### src/rtl/pal_array_pkg.sv
package pal_array_pkg;
  // Literal slot within a signal pair of an AND-term row
  localparam int LIT_TRUE = 0;
  localparam int LIT_COMP = 1;
  localparam int LIT_PAIR = 2;

  typedef enum logic {
    POL_HIGH = 1'b0,
    POL_LOW  = 1'b1
  } mc_pol_e;
endpackage

### src/rtl/pal_macrocell.sv
module pal_macrocell
  import pal_array_pkg::*;
#(
  parameter int N_SIG = 8,
  parameter int N_PT  = 3
) (
  input  logic [N_PT*LIT_PAIR*N_SIG-1:0] row,
  input  logic                           pol,
  input  logic [N_SIG-1:0]               sig,
  output logic                           mc_out
);
  localparam int TERM_W = LIT_PAIR * N_SIG;

  logic [TERM_W-1:0] lit_vec;
  logic [N_PT-1:0]   term_hit;

  always_comb begin
    for (int s = 0; s < N_SIG; s++) begin
      lit_vec[LIT_PAIR*s + LIT_TRUE] = sig[s];
      lit_vec[LIT_PAIR*s + LIT_COMP] = ~sig[s];
    end
  end

  for (genvar t = 0; t < N_PT; t++) begin : g_term
    logic [TERM_W-1:0] trow;
    assign trow        = row[t*TERM_W +: TERM_W];
    assign term_hit[t] = (|trow) && (&(~trow | lit_vec));
  end

  assign mc_out = (|term_hit) ^ (mc_pol_e'(pol) == POL_LOW);

  // with every term empty, the cell output equals its polarity
  always_comb begin
    if (row == '0) begin
      unused_term_chk: assert (mc_out == pol);
    end
  end
endmodule

### src/rtl/pal_loop_check.sv
module pal_loop_check
  import pal_array_pkg::*;
#(
  parameter int N_IN = 4,
  parameter int N_MC = 4,
  parameter int N_PT = 3
) (
  input  logic [N_MC*N_PT*LIT_PAIR*(N_IN+N_MC)-1:0] rows_flat,
  input  logic [((N_MC > 1) ? $clog2(N_MC) : 1)-1:0] wr_addr,
  input  logic [N_PT*LIT_PAIR*(N_IN+N_MC)-1:0]       new_row,
  output logic                                       loop_found
);
  localparam int N_SIG  = N_IN + N_MC;
  localparam int TERM_W = LIT_PAIR * N_SIG;
  localparam int ROW_W  = N_PT * TERM_W;

  logic [N_MC-1:0] dep [N_MC];
  logic            self_dep;

  always_comb begin
    logic [ROW_W-1:0] sel;
    self_dep = 1'b0;
    for (int i = 0; i < N_MC; i++) begin
      sel = (i == int'(wr_addr)) ? new_row : rows_flat[i*ROW_W +: ROW_W];
      for (int j = 0; j < N_MC; j++) begin
        dep[i][j] = 1'b0;
        for (int t = 0; t < N_PT; t++) begin
          dep[i][j] = dep[i][j]
                    | sel[t*TERM_W + LIT_PAIR*(N_IN+j) + LIT_TRUE]
                    | sel[t*TERM_W + LIT_PAIR*(N_IN+j) + LIT_COMP];
        end
      end
      if (i == int'(wr_addr) && dep[i][i]) self_dep = 1'b1;
    end
  end

  // Transitive closure by repeated extension of each reach set
  always_comb begin
    logic [N_MC-1:0] reach [N_MC];
    logic [N_MC-1:0] nxt   [N_MC];
    for (int i = 0; i < N_MC; i++) begin
      reach[i] = dep[i];
      nxt[i]   = dep[i];
    end
    for (int r = 1; r < N_MC; r++) begin
      for (int i = 0; i < N_MC; i++) begin
        nxt[i] = reach[i];
        for (int j = 0; j < N_MC; j++) begin
          if (reach[i][j]) nxt[i] = nxt[i] | dep[j];
        end
      end
      for (int i = 0; i < N_MC; i++) reach[i] = nxt[i];
    end
    loop_found = 1'b0;
    for (int i = 0; i < N_MC; i++) loop_found = loop_found | reach[i][i];
  end

  // a direct self-reference is always reported as a loop
  always_comb begin
    if (self_dep) begin
      self_loop_chk: assert (loop_found);
    end
  end
endmodule

### src/rtl/pal_macro_array.sv
module pal_macro_array
  import pal_array_pkg::*;
#(
  parameter int N_IN = 4,
  parameter int N_MC = 4,
  parameter int N_PT = 3,
  localparam int N_SIG  = N_IN + N_MC,
  localparam int TERM_W = LIT_PAIR * N_SIG,
  localparam int ROW_W  = N_PT * TERM_W,
  localparam int CFG_W  = ROW_W + 1,
  localparam int AW     = (N_MC > 1) ? $clog2(N_MC) : 1
) (
  input  logic             clk,
  input  logic             rst,
  input  logic             wr_en,
  input  logic [AW-1:0]    wr_addr,
  input  logic [CFG_W-1:0] wr_data,
  input  logic [N_IN-1:0]  din,
  output logic [N_MC-1:0]  pal_out,
  output logic             config_error
);
  logic [CFG_W-1:0]         cfg_q [N_MC];
  logic [N_MC*ROW_W-1:0]    rows_flat;
  logic                     loop_found;
  logic [(N_MC+1)*N_MC-1:0] fb_flat;

  for (genvar k = 0; k < N_MC; k++) begin : g_flat
    assign rows_flat[k*ROW_W +: ROW_W] = cfg_q[k][ROW_W-1:0];
  end

  pal_loop_check #(.N_IN(N_IN), .N_MC(N_MC), .N_PT(N_PT)) u_loop (
    .rows_flat  (rows_flat),
    .wr_addr    (wr_addr),
    .new_row    (wr_data[ROW_W-1:0]),
    .loop_found (loop_found)
  );

  // Unrolled feedback: stage s sees stage s-1 results; N_MC stages cover
  // the longest acyclic chain, so the combinational path has no loop.
  assign fb_flat[N_MC-1:0] = '0;

  for (genvar s = 0; s < N_MC; s++) begin : g_stage
    logic [N_SIG-1:0] sig;
    assign sig = {fb_flat[s*N_MC +: N_MC], din};
    for (genvar k = 0; k < N_MC; k++) begin : g_cell
      pal_macrocell #(.N_SIG(N_SIG), .N_PT(N_PT)) u_cell (
        .row    (cfg_q[k][ROW_W-1:0]),
        .pol    (cfg_q[k][ROW_W]),
        .sig    (sig),
        .mc_out (fb_flat[(s+1)*N_MC + k])
      );
    end
  end

  always_ff @(posedge clk) begin
    if (rst) begin
      for (int k = 0; k < N_MC; k++) cfg_q[k] <= '0;
      pal_out      <= '0;
      config_error <= 1'b0;
    end else begin
      pal_out <= fb_flat[N_MC*N_MC +: N_MC];
      if (wr_en) begin
        if (loop_found) begin
          config_error <= 1'b1;
        end else begin
          cfg_q[wr_addr] <= wr_data;
          config_error   <= 1'b0;
        end
      end
    end
  end


  accept_store_chk: assert property (@(posedge clk) disable iff (rst)
    (wr_en && !loop_found) |=> (cfg_q[$past(wr_addr)] == $past(wr_data)));


  reject_keeps_row_chk: assert property (@(posedge clk) disable iff (rst)
    (wr_en && loop_found) |=> (cfg_q[$past(wr_addr)] == $past(cfg_q[wr_addr])));


  err_set_chk: assert property (@(posedge clk) disable iff (rst)
    (wr_en && loop_found) |=> config_error);


  err_hold_chk: assert property (@(posedge clk) disable iff (rst)
    !wr_en |=> $stable(config_error));
endmodule

### config.mk
export PLATFORM = sky130hd
export DESIGN_NAME = pal_macro_array
export DESIGN_NICKNAME = d
export VERILOG_FILES = /design/src/rtl/pal_array_pkg.sv /design/src/rtl/pal_macrocell.sv /design/src/rtl/pal_loop_check.sv /design/src/rtl/pal_macro_array.sv
export SDC_FILE = /design/constraint.sdc
export NUM_CORES = 1
export LEC_CHECK = 0
export ABC_AREA = 1
export BUFFER_PORTS_ARGS = -buffer_cell sky130_fd_sc_hd__buf_2
export CAP_MARGIN = 20
export CELL_PAD_IN_SITES_DETAIL_PLACEMENT = 0
export CELL_PAD_IN_SITES_GLOBAL_PLACEMENT = 1
export CORE_MARGIN = 5
export CORE_UTILIZATION = 45
export DETAILED_ROUTE_END_ITERATION = 7
export HOLD_SLACK_MARGIN = 0.03
export PLACE_DENSITY_LB_ADDON = 0.1
export SYNTH_ARGS = -nofsm -noshare
export SYNTH_HDL_FRONTEND = slang
export SYNTH_SLANG_ARGS = --single-unit
### constraint.sdc
create_clock -name clk -period 6.4 [get_ports clk]
set_input_delay 0.64 -clock clk [delete_from_list [all_inputs] [get_ports clk]]
set_output_delay 0.64 -clock clk [all_outputs]
set_load 0.05 [all_outputs]
==> flow_metrics.env, run 1 <==
export IMPL_critPathMostFrequentCell="sky130_fd_sc_hd__nor2_1"
export IMPL_floorplan_die_width_um=178
export IMPL_post_cts_resized_instances=0
export IMPL_worstMarginPinSlew_ps=918
export IMPL_cp_start_kind="flop"
export IMPL_ys_warn_count=0
export IMPL_ff2ff_setup_slack_ps=430
export IMPL_grt_setup_unrepaired="no"
export IMPL_antennaDiodeCount=0
export IMPL_timing_final_crit_share_pct=93.4
export IMPL_total_power_mw=3.23
export IMPL_path_type_of_the_worst_setup_path="reg2reg"
export IMPL_cts_root_buf="sky130_fd_sc_hd__clkbuf_16"
export IMPL_top_level_ports=63
export IMPL_worst_ep_arrival_time_ps=6380
export IMPL_placed_cell_area_mm2=0.0133
export IMPL_grtUsageTotal_pct=32.5
export IMPL_detailroute_via_count=12200
export IMPL_r2r_cells=26
export IMPL_clock_tree_htree_level_count=1
export IMPL_stdcell_area_mm2=0.0140
export IMPL_worst_r2r_endpoint="pal_out[2]"
export IMPL_avgSynthCellArea_um2=7.43
export IMPL_initial_core_util_pct=45.4
export IMPL_worst_max_slew_margin_expressed_relative_to_the_limit_pct=38.6
export IMPL_timing_critical_path_required_ps=6800
export IMPL_dr_wl_cell_um=23.8
export IMPL_max_fo_critical_path=14
export IMPL_timing_critical_path_to_type="flop"
export IMPL_die_h_um=178
export IMPL_timing_final_setup_violations=0
export IMPL_design_die_area_mm2=0.0315
export IMPL_worstHoldPathCells=3
export IMPL_fmax_ghz=0.167
export IMPL_globalRouteOverflowTotal=0
export IMPL_synthCells=1700
export IMPL_core_area_mm2=0.0278
export IMPL_drcViolationCount=0
export IMPL_total_wire_length_after_detailed_routing_mm=51.6
export IMPL_seq_area_mm2=0.00599
export IMPL_post_cts_repair_setup_buffers=0
export IMPL_final_max_slew_violation_count=0
export IMPL_clk_insertion_delay_late_ps=520
export IMPL_via_count_of_the_first_global_routing_pass=11300
export IMPL_multi_input_comb_area_mm2=0.00554
export IMPL_cpPeakStageDelay_ps=710
export IMPL_grt_start_max_net_pins=61
export IMPL_synth_distinct_cells=42
export IMPL_placement_io_buffers=62
export IMPL_netlist_area_leader_share_pct=46.6
export IMPL_ctsHoldBuffers=0
export IMPL_hold_start="wr_en"
export IMPL_p_per_area_mw_per_mm2=231
export IMPL_avgViaCountPerCell=5.62
export IMPL_area_delta_synth_final_pct=10.7
export IMPL_timing_final_crit_period_ps=5970
export IMPL_min_to="config_error"
export IMPL_totalNegativeSetupSlack_ps=0
export IMPL_firstDrtPassIters=7
export IMPL_drt_iter0_drc=1480
export IMPL_most_common_cell_in_the_synthesized_netlist="sky130_fd_sc_hd__nor2_1"
export IMPL_clock_skew_ps=14.7
export IMPL_cts_made_buffers=23
export IMPL_cts_num_sinks=201
export IMPL_drive_gt1_share_pct=9.40
export IMPL_nFillCells=2861
export IMPL_grt_antenna_before_repair=1
export IMPL_ys_ff_latch=201
export IMPL_clk_pin_slew_worst_paths_ps=60
export IMPL_outcome="completed"
export IMPL_gp_congestion=1.07
export IMPL_maxCapViolCount=0
export IMPL_synth_yosys_seq_area_share_pct=47.4
export IMPL_worst_hold_path_type="in2reg"
export IMPL_grt_pass1_wl_mm=74.7
export IMPL_synth_cells_most_frequent="433 x sky130_fd_sc_hd__nor2_1, 411 x sky130_fd_sc_hd__nand2_1, 201 x sky130_fd_sc_hd__inv_1"
export IMPL_synth_area_leaders="sky130_fd_sc_hd__edfxtp_1 47%, sky130_fd_sc_hd__nor2_1 13%, sky130_fd_sc_hd__nand2_1 12%"
export IMPL_timing_critical_path_max_delay_family="simple AND/OR/NAND/NOR gates"
export IMPL_dp_final_hpwl_mm=38.4
export IMPL_reg2reg_from="cfg_q[1][40]"
export IMPL_path_buf_inv=1
export IMPL_synth_enable_flop_cells=196
export IMPL_cts_tree="yes"
export IMPL_timing_hold_violations_final=0
export IMPL_num_nets_final=1831
export IMPL_crit_slowest_cell="sky130_fd_sc_hd__nand4_1"
export IMPL_antenna_left=0
export IMPL_vdd_ir_drop_worst_mv=0.212
export IMPL_ys_flop_type="sky130_fd_sc_hd__edfxtp_1"
export IMPL_placementRows=61
export IMPL_synth_async_sr_flop_share_pct=0
export IMPL_netlist_area_mm2=0.0126
export IMPL_longest_clk_path_bufs=3
export IMPL_cellLeakagePower_nw=6.27
export IMPL_area_leader_netlist="sky130_fd_sc_hd__edfxtp_1"
## how the worst max path moves through the flow
stage / slack [ps] / end / cells after the start / from
floorplan: 1760 / cfg_q[0][0] / 15 / wr_addr[1]
global placement: 340 / pal_out[1] / 28 / din[1]
detailed placement: 510 / pal_out[1] / 28 / din[1]
CTS: 750 / pal_out[2] / 26 / cfg_q[1][40]
global route: 100 / pal_out[2] / 26 / cfg_q[1][40]
finish: 430 / pal_out[2] / 26 / cfg_q[1][40]
## layer usage
layer	part of all wire [%]	GRT usage (%)
met1	41	44.3
met2	45	51.6
met3	8.9	5.43
met4	5.5	13.5
met5	0.023	0
## cells in the final DEF, fill, tap and decap left out, drive strengths merged
cell      Yosys  routed
a21oi        13      13
a221oi        3       3
a211oi        1       1
edfxtp      196     196
conb          1      18
nor3         20      20
inv         203     203
nor4b         8       8
dfxtp         5       5
a21boi        3       3
clkinvlp      0       1
nor4         12      12
o41ai         1       1
o22ai         7       7
nand3       186     186
nand4        27      27
buf          35      85
clkinv        4      11
nor3b         2       2
and2          3       3
o2111ai       1       1
bufinv        0       1
nand2       432     432
a31oi         4       4
o221ai        2       2
nand3b        1       1
o21ai        72      72
nor2        437     437
clkbuf       19      30
a2111oi       1       1
or4           1       1
## stage by stage
stage | std cells | util, % | hold slack (ps) | worst slack [ps]
after floorplan | 1717 | - | 586 | 1760
after global placement | 2126 | 47.9 | 519 | 342
after detailed placement | 2126 | 47.9 | 524 | 509
after CTS | 2165 | 50.3 | 420 | 750
after global routing | 2165 | 50.3 | 443 | 100
final | 2165 | 50.3 | 435 | 425
## power breakdown
part           internal, mW  switching, mW
Combinational         0.111          0.289
Sequential             1.52         0.0975
Clock                 0.699          0.520
## layout make-up
type / instances / area share (%)
multi-input combinational: 1255 / 39.7
clock inverter: 9 / 0.537
sequential: 201 / 42.8
inverter: 207 / 5.56
clock buffer: 30 / 4.31
timing repair buffer: 85 / 3.72
tap: 378 / 3.38
## worst reg2reg max path, delay by kind of cell (launching register included)
kind,cells,cell delay (ps)
and+or+nand+nor,24,5020
DFF,1,580
buffers and inverters,1,140
AOI/OAI and AO/OA,1,120
## cell families after synthesis
| kind of cell | share of synthesized area [%] |
|---|---|
| simple gates | 38.5 |
| buf+inv | 9.35 |
| compound gates | 4.71 |
| flops | 47.4 |
| other cells | 0.0297 |
## state kept, by name, summed over array words and instances, names as in the netlist
| register | cells |
|---|---|
| config_error | 1 |
| cfg_q | 196 |
| pal_out | 4 |
Note: power is estimated with default switching activity, not from simulation.
==> run 2, diff against run 1 <==
--- a/config.mk
+++ b/config.mk
@@ -14,7 +14,7 @@
 export CORE_UTILIZATION = 45
 export DETAILED_ROUTE_END_ITERATION = 7
 export HOLD_SLACK_MARGIN = 0.03
-export PLACE_DENSITY_LB_ADDON = 0.1
+export PLACE_DENSITY = 0.89
 export SYNTH_ARGS = -nofsm -noshare
 export SYNTH_HDL_FRONTEND = slang
 export SYNTH_SLANG_ARGS = --single-unit
==> run 2 against run 1 <==
  * Sequential power hardly changed
  * Total power grew 4.6%
  * Worst setup slack better by 620 ps
  * Global-route usage is 1.9 points lower
  * Worst hold slack got worse by 34 ps
  * Cell area is 0.90% higher
  * Clock power rose by 13%
  * First-iteration DRC count is 2.4% higher
  * Non-clock buffer count up 8
  * Cell count up 0.46%
  * Maximum frequency increased by 12%
  * Register-to-register slack improved by 620 ps
==> flow_metrics.env, run 2 (same netlist as run 1, synthesis figures left out) <==
export IMPL_outcome="completed"
export IMPL_total_wire_length_after_detailed_routing_mm=49.0
export IMPL_grt_start_max_net_pins=61
export IMPL_final_cell_mix="433 x sky130_fd_sc_hd__nor2_1, 406 x sky130_fd_sc_hd__nand2_1, 201 x sky130_fd_sc_hd__inv_1, 196 x sky130_fd_sc_hd__edfxtp_1, 170 x sky130_fd_sc_hd__nand3_1"
export IMPL_grtUsageTotal_pct=30.7
export IMPL_cts_root_buf="sky130_fd_sc_hd__clkbuf_16"
export IMPL_top_level_ports=63
export IMPL_placement_io_buffers=62
export IMPL_max_fo_critical_path=14
export IMPL_worst_max_slew_margin_expressed_relative_to_the_limit_pct=23.3
export IMPL_worst_r2r_endpoint="pal_out[3]"
export IMPL_timing_final_crit_period_ps=5360
export IMPL_crit_slowest_cell="sky130_fd_sc_hd__edfxtp_1"
export IMPL_number_of_flip_flops_in_the_largest_register=196
export IMPL_totalNegativeSetupSlack_ps=0
export IMPL_clock_tree_htree_level_count=1
export IMPL_dp_final_hpwl_mm=36.7
export IMPL_area_delta_synth_final_pct=11.7
export IMPL_grt_setup_unrepaired="no"
export IMPL_drive_gt1_share_pct=10.1
export IMPL_via_count_of_the_first_global_routing_pass=11300
export IMPL_path_type_of_the_worst_setup_path="reg2reg"
export IMPL_die_h_um=178
export IMPL_vdd_ir_drop_worst_mv=0.218
export IMPL_path_buf_inv=2
export IMPL_grt_antenna_before_repair=1
export IMPL_floorplan_die_width_um=178
export IMPL_min_to="config_error"
export IMPL_globalRouteOverflowTotal=0
export IMPL_maxCapViolCount=0
export IMPL_hold_start="wr_en"
export IMPL_timing_hold_violations_final=0
export IMPL_num_nets_final=1839
export IMPL_cts_made_buffers=23
export IMPL_timing_critical_path_required_ps=6830
export IMPL_top_register="cfg_q"
export IMPL_timing_critical_path_to_type="flop"
export IMPL_worst_hold_path_type="in2reg"
export IMPL_reg2reg_from="cfg_q[1][31]"
export IMPL_final_max_slew_violation_count=0
export IMPL_ff2ff_setup_slack_ps=1040
export IMPL_cts_tree="yes"
export IMPL_clk_pin_slew_worst_paths_ps=70
export IMPL_ctsHoldBuffers=0
export IMPL_dr_wl_cell_um=22.5
export IMPL_timing_final_setup_violations=0
export IMPL_firstDrtPassIters=8
export IMPL_avgViaCountPerCell=5.61
export IMPL_critPathMostFrequentCell="sky130_fd_sc_hd__nand2_1"
export IMPL_worstHoldPathCells=3
export IMPL_antennaDiodeCount=0
export IMPL_clock_skew_ps=18.6
export IMPL_longest_clk_path_bufs=3
export IMPL_cp_start_kind="flop"
export IMPL_layout_core_utilization_pct=50.8
export IMPL_hold_slack_ps=401
export IMPL_fmax_ghz=0.187
export IMPL_post_cts_repair_setup_buffers=0
export IMPL_cts_num_sinks=201
export IMPL_drcViolationCount=0
export IMPL_p_per_area_mw_per_mm2=240
export IMPL_detailroute_via_count=12200
export IMPL_post_cts_resized_instances=0
export IMPL_clk_insertion_delay_late_ps=530
export IMPL_timing_final_crit_share_pct=83.7
export IMPL_worstMarginPinSlew_ps=1140
export IMPL_cpPeakStageDelay_ps=510
export IMPL_initial_core_util_pct=45.4
export IMPL_core_area_mm2=0.0278
export IMPL_timing_critical_path_max_delay_family="simple AND/OR/NAND/NOR gates"
export IMPL_placementRows=61
export IMPL_commonest_non_fill_non_tap_cell_in_the_layout="sky130_fd_sc_hd__nor2_1"
export IMPL_grt_pass1_wl_mm=71.0
export IMPL_worst_ep_arrival_time_ps=5780
export IMPL_gp_congestion=1.06
export IMPL_reg_largest_list="cfg_q: 196 flops, pal_out: 4 flops, config_error: 1 flops"
export IMPL_drt_iter0_drc=1516
export IMPL_design_die_area_mm2=0.0315
export IMPL_cellLeakagePower_nw=6.34
export IMPL_r2r_cells=27
export IMPL_antenna_left=0
==> run 2: worst register-to-register path: cells and delay by family, from the launching register on <==
kind	cells	cell delay [ps]
simple gates	24	3870
buf+inv	2	540
flops	1	510
compound gates	1	340
==> run 2: how the worst max path moves through the flow <==
stage | startpoint | endpoint | slack, ps | cells after the start
floorplan | wr_addr[1] | cfg_q[0][0] | 1760 | 15
global placement | wr_addr[1] | cfg_q[0][24] | 820 | 17
detailed placement | wr_addr[1] | cfg_q[0][24] | 810 | 17
CTS | wr_addr[1] | cfg_q[0][24] | 1350 | 17
global route | cfg_q[0][27] | cfg_q[0][24] | 860 | 13
finish | cfg_q[1][31] | pal_out[3] | 1040 | 27
==> run 2: through the flow <==
stage          setup slack [ps]  power (mW)  cell area [um^2]  instances
2_1_floorplan              1760        1.85             12700       1717
3_3_place_gp                818        2.01             13300       2134
3_5_place_dp                808        2.01             13300       2134
4_1_cts                    1350        3.38             14100       2175
5_1_grt                     865        3.48             14100       2175
6_report                   1040        3.38             14100       2175
==> run 2: area by class of cell <==
type                            instances  area [um^2]
Timing Repair Buffer                   93          556
Multi-Input combinational cell       1255         5540
Inverter                              207          777
Tap cell                              378          473
Fill cell                            2754        13700
Clock buffer                           29          598
Sequential cell                       201         5990
Clock inverter                         12          175
==> run 2: metal layers <==
metal | part of all wire (%) | track usage (%) | vias up
li1 | - | - | 5662
met1 | 40 | 41.2 | 5648
met2 | 44 | 48.3 | 724
met3 | 9.9 | 5.92 | 155
met4 | 5.5 | 13.6 | 2
met5 | 0.027 | 0 | -
==> run 2: power breakdown <==
group | leakage (nW) | total (mW) | switching [mW] | internal, mW
logic | 4.06 | 0.398 | 0.286 | 0.112
registers | 1.91 | 1.60 | 0.0874 | 1.52
clock network | 0.370 | 1.38 | 0.554 | 0.826
total | 6.34 | 3.38 | 0.928 | 2.45
==> run 3, diff against run 2 <==
--- a/config.mk
+++ b/config.mk
@@ -11,10 +11,10 @@
 export CELL_PAD_IN_SITES_DETAIL_PLACEMENT = 0
 export CELL_PAD_IN_SITES_GLOBAL_PLACEMENT = 1
 export CORE_MARGIN = 5
-export CORE_UTILIZATION = 45
+export CORE_UTILIZATION = 42
 export DETAILED_ROUTE_END_ITERATION = 7
 export HOLD_SLACK_MARGIN = 0.03
-export PLACE_DENSITY = 0.89
+export PLACE_DENSITY = 0.87
 export SYNTH_ARGS = -nofsm -noshare
 export SYNTH_HDL_FRONTEND = slang
 export SYNTH_SLANG_ARGS = --single-unit
==> constraint.sdc (replaced) <==
create_clock -name clk -period 4.9 [get_ports clk]
set_input_delay 0.49 -clock clk [delete_from_list [all_inputs] [get_ports clk]]
set_output_delay 0.49 -clock clk [all_outputs]
set_load 0.05 [all_outputs]
==> run 3 against run 2 <==
  * Worst setup slack got worse by 820 ps
  * Die area increased by 6.7%
  * Largest cell class unchanged
  * Maximum frequency increased by 15%
  * Worst hold slack got worse by 170 ps
  * Critical path depth increased by 4
  * Non-clock buffer count increased by 72
  * Count of clock-buffer cells in the layout decreased by 3
  * Sequential cell count unchanged
  * Clock power increased by 24%
  * Largest power group unchanged
  * Core utilization decreased by 1.0 points
==> flow_metrics.env, run 3 (same netlist as run 1, synthesis figures left out) <==
export IMPL_cp_start_kind="flop"
export IMPL_maxCapViolCount=0
export IMPL_gp_congestion=1.06
export IMPL_ctsHoldBuffers=0
export IMPL_cts_made_buffers=23
export IMPL_min_to="config_error"
export IMPL_avgViaCountPerCell=5.60
export IMPL_detailroute_via_count=12700
export IMPL_seq_area_mm2=0.00599
export IMPL_antennaDiodeCount=0
export IMPL_top_level_ports=63
export IMPL_hold_start="wr_en"
export IMPL_final_cells=2259
export IMPL_cts_tree="yes"
export IMPL_top_register="cfg_q"
export IMPL_reg2reg_from="cfg_q[0][29]"
export IMPL_fmax_ghz=0.214
export IMPL_ff2ff_setup_slack_ps=220
export IMPL_commonest_non_fill_non_tap_cell_in_the_layout="sky130_fd_sc_hd__nor2_1"
export IMPL_cellLeakagePower_nw=6.70
export IMPL_cpPeakStageDelay_ps=540
export IMPL_grtUsageTotal_pct=31.2
export IMPL_num_nets_final=1911
export IMPL_grt_pass1_wl_mm=77.5
export IMPL_final_max_slew_violation_count=0
export IMPL_stdcell_area_mm2=0.0147
export IMPL_globalRouteOverflowTotal=0
export IMPL_crit_slowest_cell="sky130_fd_sc_hd__edfxtp_1"
export IMPL_post_cts_resized_instances=0
export IMPL_total_wire_length_after_detailed_routing_mm=53.6
export IMPL_via_count_of_the_first_global_routing_pass=11900
export IMPL_critPathMostFrequentCell="sky130_fd_sc_hd__nand2_1"
export IMPL_placed_cell_area_mm2=0.0140
export IMPL_worstHoldPathCells=3
export IMPL_final_cell_mix="433 x sky130_fd_sc_hd__nor2_1, 405 x sky130_fd_sc_hd__nand2_1, 201 x sky130_fd_sc_hd__inv_1, 196 x sky130_fd_sc_hd__edfxtp_1, 170 x sky130_fd_sc_hd__nand3_1"
export IMPL_r2r_cells=31
export IMPL_initial_core_util_pct=42.6
export IMPL_postLayoutSetupSlackWorst_ps=224
export IMPL_timing_critical_path_to_type="flop"
export IMPL_dp_final_hpwl_mm=41.7
export IMPL_design_die_area_mm2=0.0336
export IMPL_antenna_left=0
export IMPL_max_fo_critical_path=6
export IMPL_nFillCells=2970
export IMPL_clk_pin_slew_worst_paths_ps=70
export IMPL_number_of_flip_flops_in_the_largest_register=196
export IMPL_reg_largest_list="cfg_q: 196 flops, pal_out: 4 flops, config_error: 1 flops"
export IMPL_grt_antenna_before_repair=0
export IMPL_grt_setup_unrepaired="no"
export IMPL_placementRows=63
export IMPL_worst_max_slew_margin_expressed_relative_to_the_limit_pct=55.2
export IMPL_timing_final_crit_period_ps=4680
export IMPL_placement_io_buffers=62
export IMPL_worst_r2r_endpoint="pal_out[3]"
export IMPL_area_delta_synth_final_pct=16.7
export IMPL_inst_count_dp=2218
export IMPL_dr_wl_cell_um=23.7
export IMPL_pre_cts_ws_ps=27.8
export IMPL_cts_num_sinks=201
export IMPL_p_per_area_mw_per_mm2=299
export IMPL_drcViolationCount=0
export IMPL_timing_final_setup_violations=0
export IMPL_die_h_um=183
export IMPL_timing_final_crit_share_pct=95.4
export IMPL_hold_slack_ps=231
export IMPL_core_area_mm2=0.0296
export IMPL_layout_core_utilization_pct=49.7
export IMPL_timing_critical_path_required_ps=5330
export IMPL_vdd_ir_drop_worst_mv=0.307
export IMPL_floorplan_die_width_um=183
export IMPL_timing_hold_violations_final=0
export IMPL_drive_gt1_share_pct=13.4
export IMPL_worst_ep_arrival_time_ps=5110
export IMPL_post_cts_repair_setup_buffers=0
export IMPL_clock_skew_ps=15.8
export IMPL_path_type_of_the_worst_setup_path="reg2reg"
export IMPL_longest_clk_path_bufs=3
export IMPL_clk_insertion_delay_late_ps=560
export IMPL_clock_tree_htree_level_count=1
export IMPL_cts_root_buf="sky130_fd_sc_hd__clkbuf_16"
export IMPL_grt_start_max_net_pins=50
export IMPL_outcome="completed"
export IMPL_worstMarginPinSlew_ps=666
export IMPL_firstDrtPassIters=6
export IMPL_worst_hold_path_type="in2reg"
export IMPL_drt_iter0_drc=1926
export IMPL_multi_input_comb_area_mm2=0.00557
run 3: changes by cell type in the layout (fill, tap and decap cells not counted), sizes merged:
cell	previous run	this run
clkinv	9	14
buf	93	165
bufinv	4	2
clkbuf	29	26
run 3: worst max path at each step:
stage / startpoint / end / slack [ps] / cells past startpoint
after floorplan: wr_addr[1] / cfg_q[0][0] / 410 / 15
after global placement: din[0] / pal_out[3] / -20 / 29
after detailed placement: din[0] / pal_out[3] / 30 / 29
after CTS: cfg_q[0][29] / pal_out[3] / 290 / 27
after global routing: cfg_q[0][29] / pal_out[3] / 20 / 31
final: cfg_q[0][29] / pal_out[3] / 220 / 31
run 3: metrics by stage:
| stage | power (mW) | setup TNS [ps] |
|---|---|---|
| floorplan | 2.41 | 0 |
| global placement | 2.70 | -18.1 |
| detailed placement | 2.70 | 0 |
| CTS | 4.39 | 0 |
| global route | 4.52 | 0 |
| finish | 4.40 | 0 |
run 3: final cells by class:
cell class	instances	share of cell area, %
sequential	201	40.6
multi-input combinational	1255	37.8
timing repair buffer	165	8.12
inverter	207	5.27
clock buffer	26	3.98
tap	390	3.31
clock inverter	15	0.917
run 3: power by group:
part / internal [mW] / switching [mW] / total (mW)
Combinational: 0.188 / 0.410 / 0.598
Sequential: 1.98 / 0.113 / 2.09
Clock: 0.967 / 0.748 / 1.71
run 3: critical path: cells and delay by family, from the launching register on:
family / cells / cell delay (ps)
AND/OR/NAND/NOR: 28 / 3460
flip-flops: 1 / 540
buffers and inverters: 3 / 540
run 3: metal layers:
layer | share of wire, % | wire (um) | GRT usage (%)
met3 | 11 | 5770 | 5.24
met5 | 0 | 0 | 0
met4 | 4.9 | 2640 | 12.8
met2 | 45 | 24000 | 49.0
met1 | 39 | 21100 | 42.9
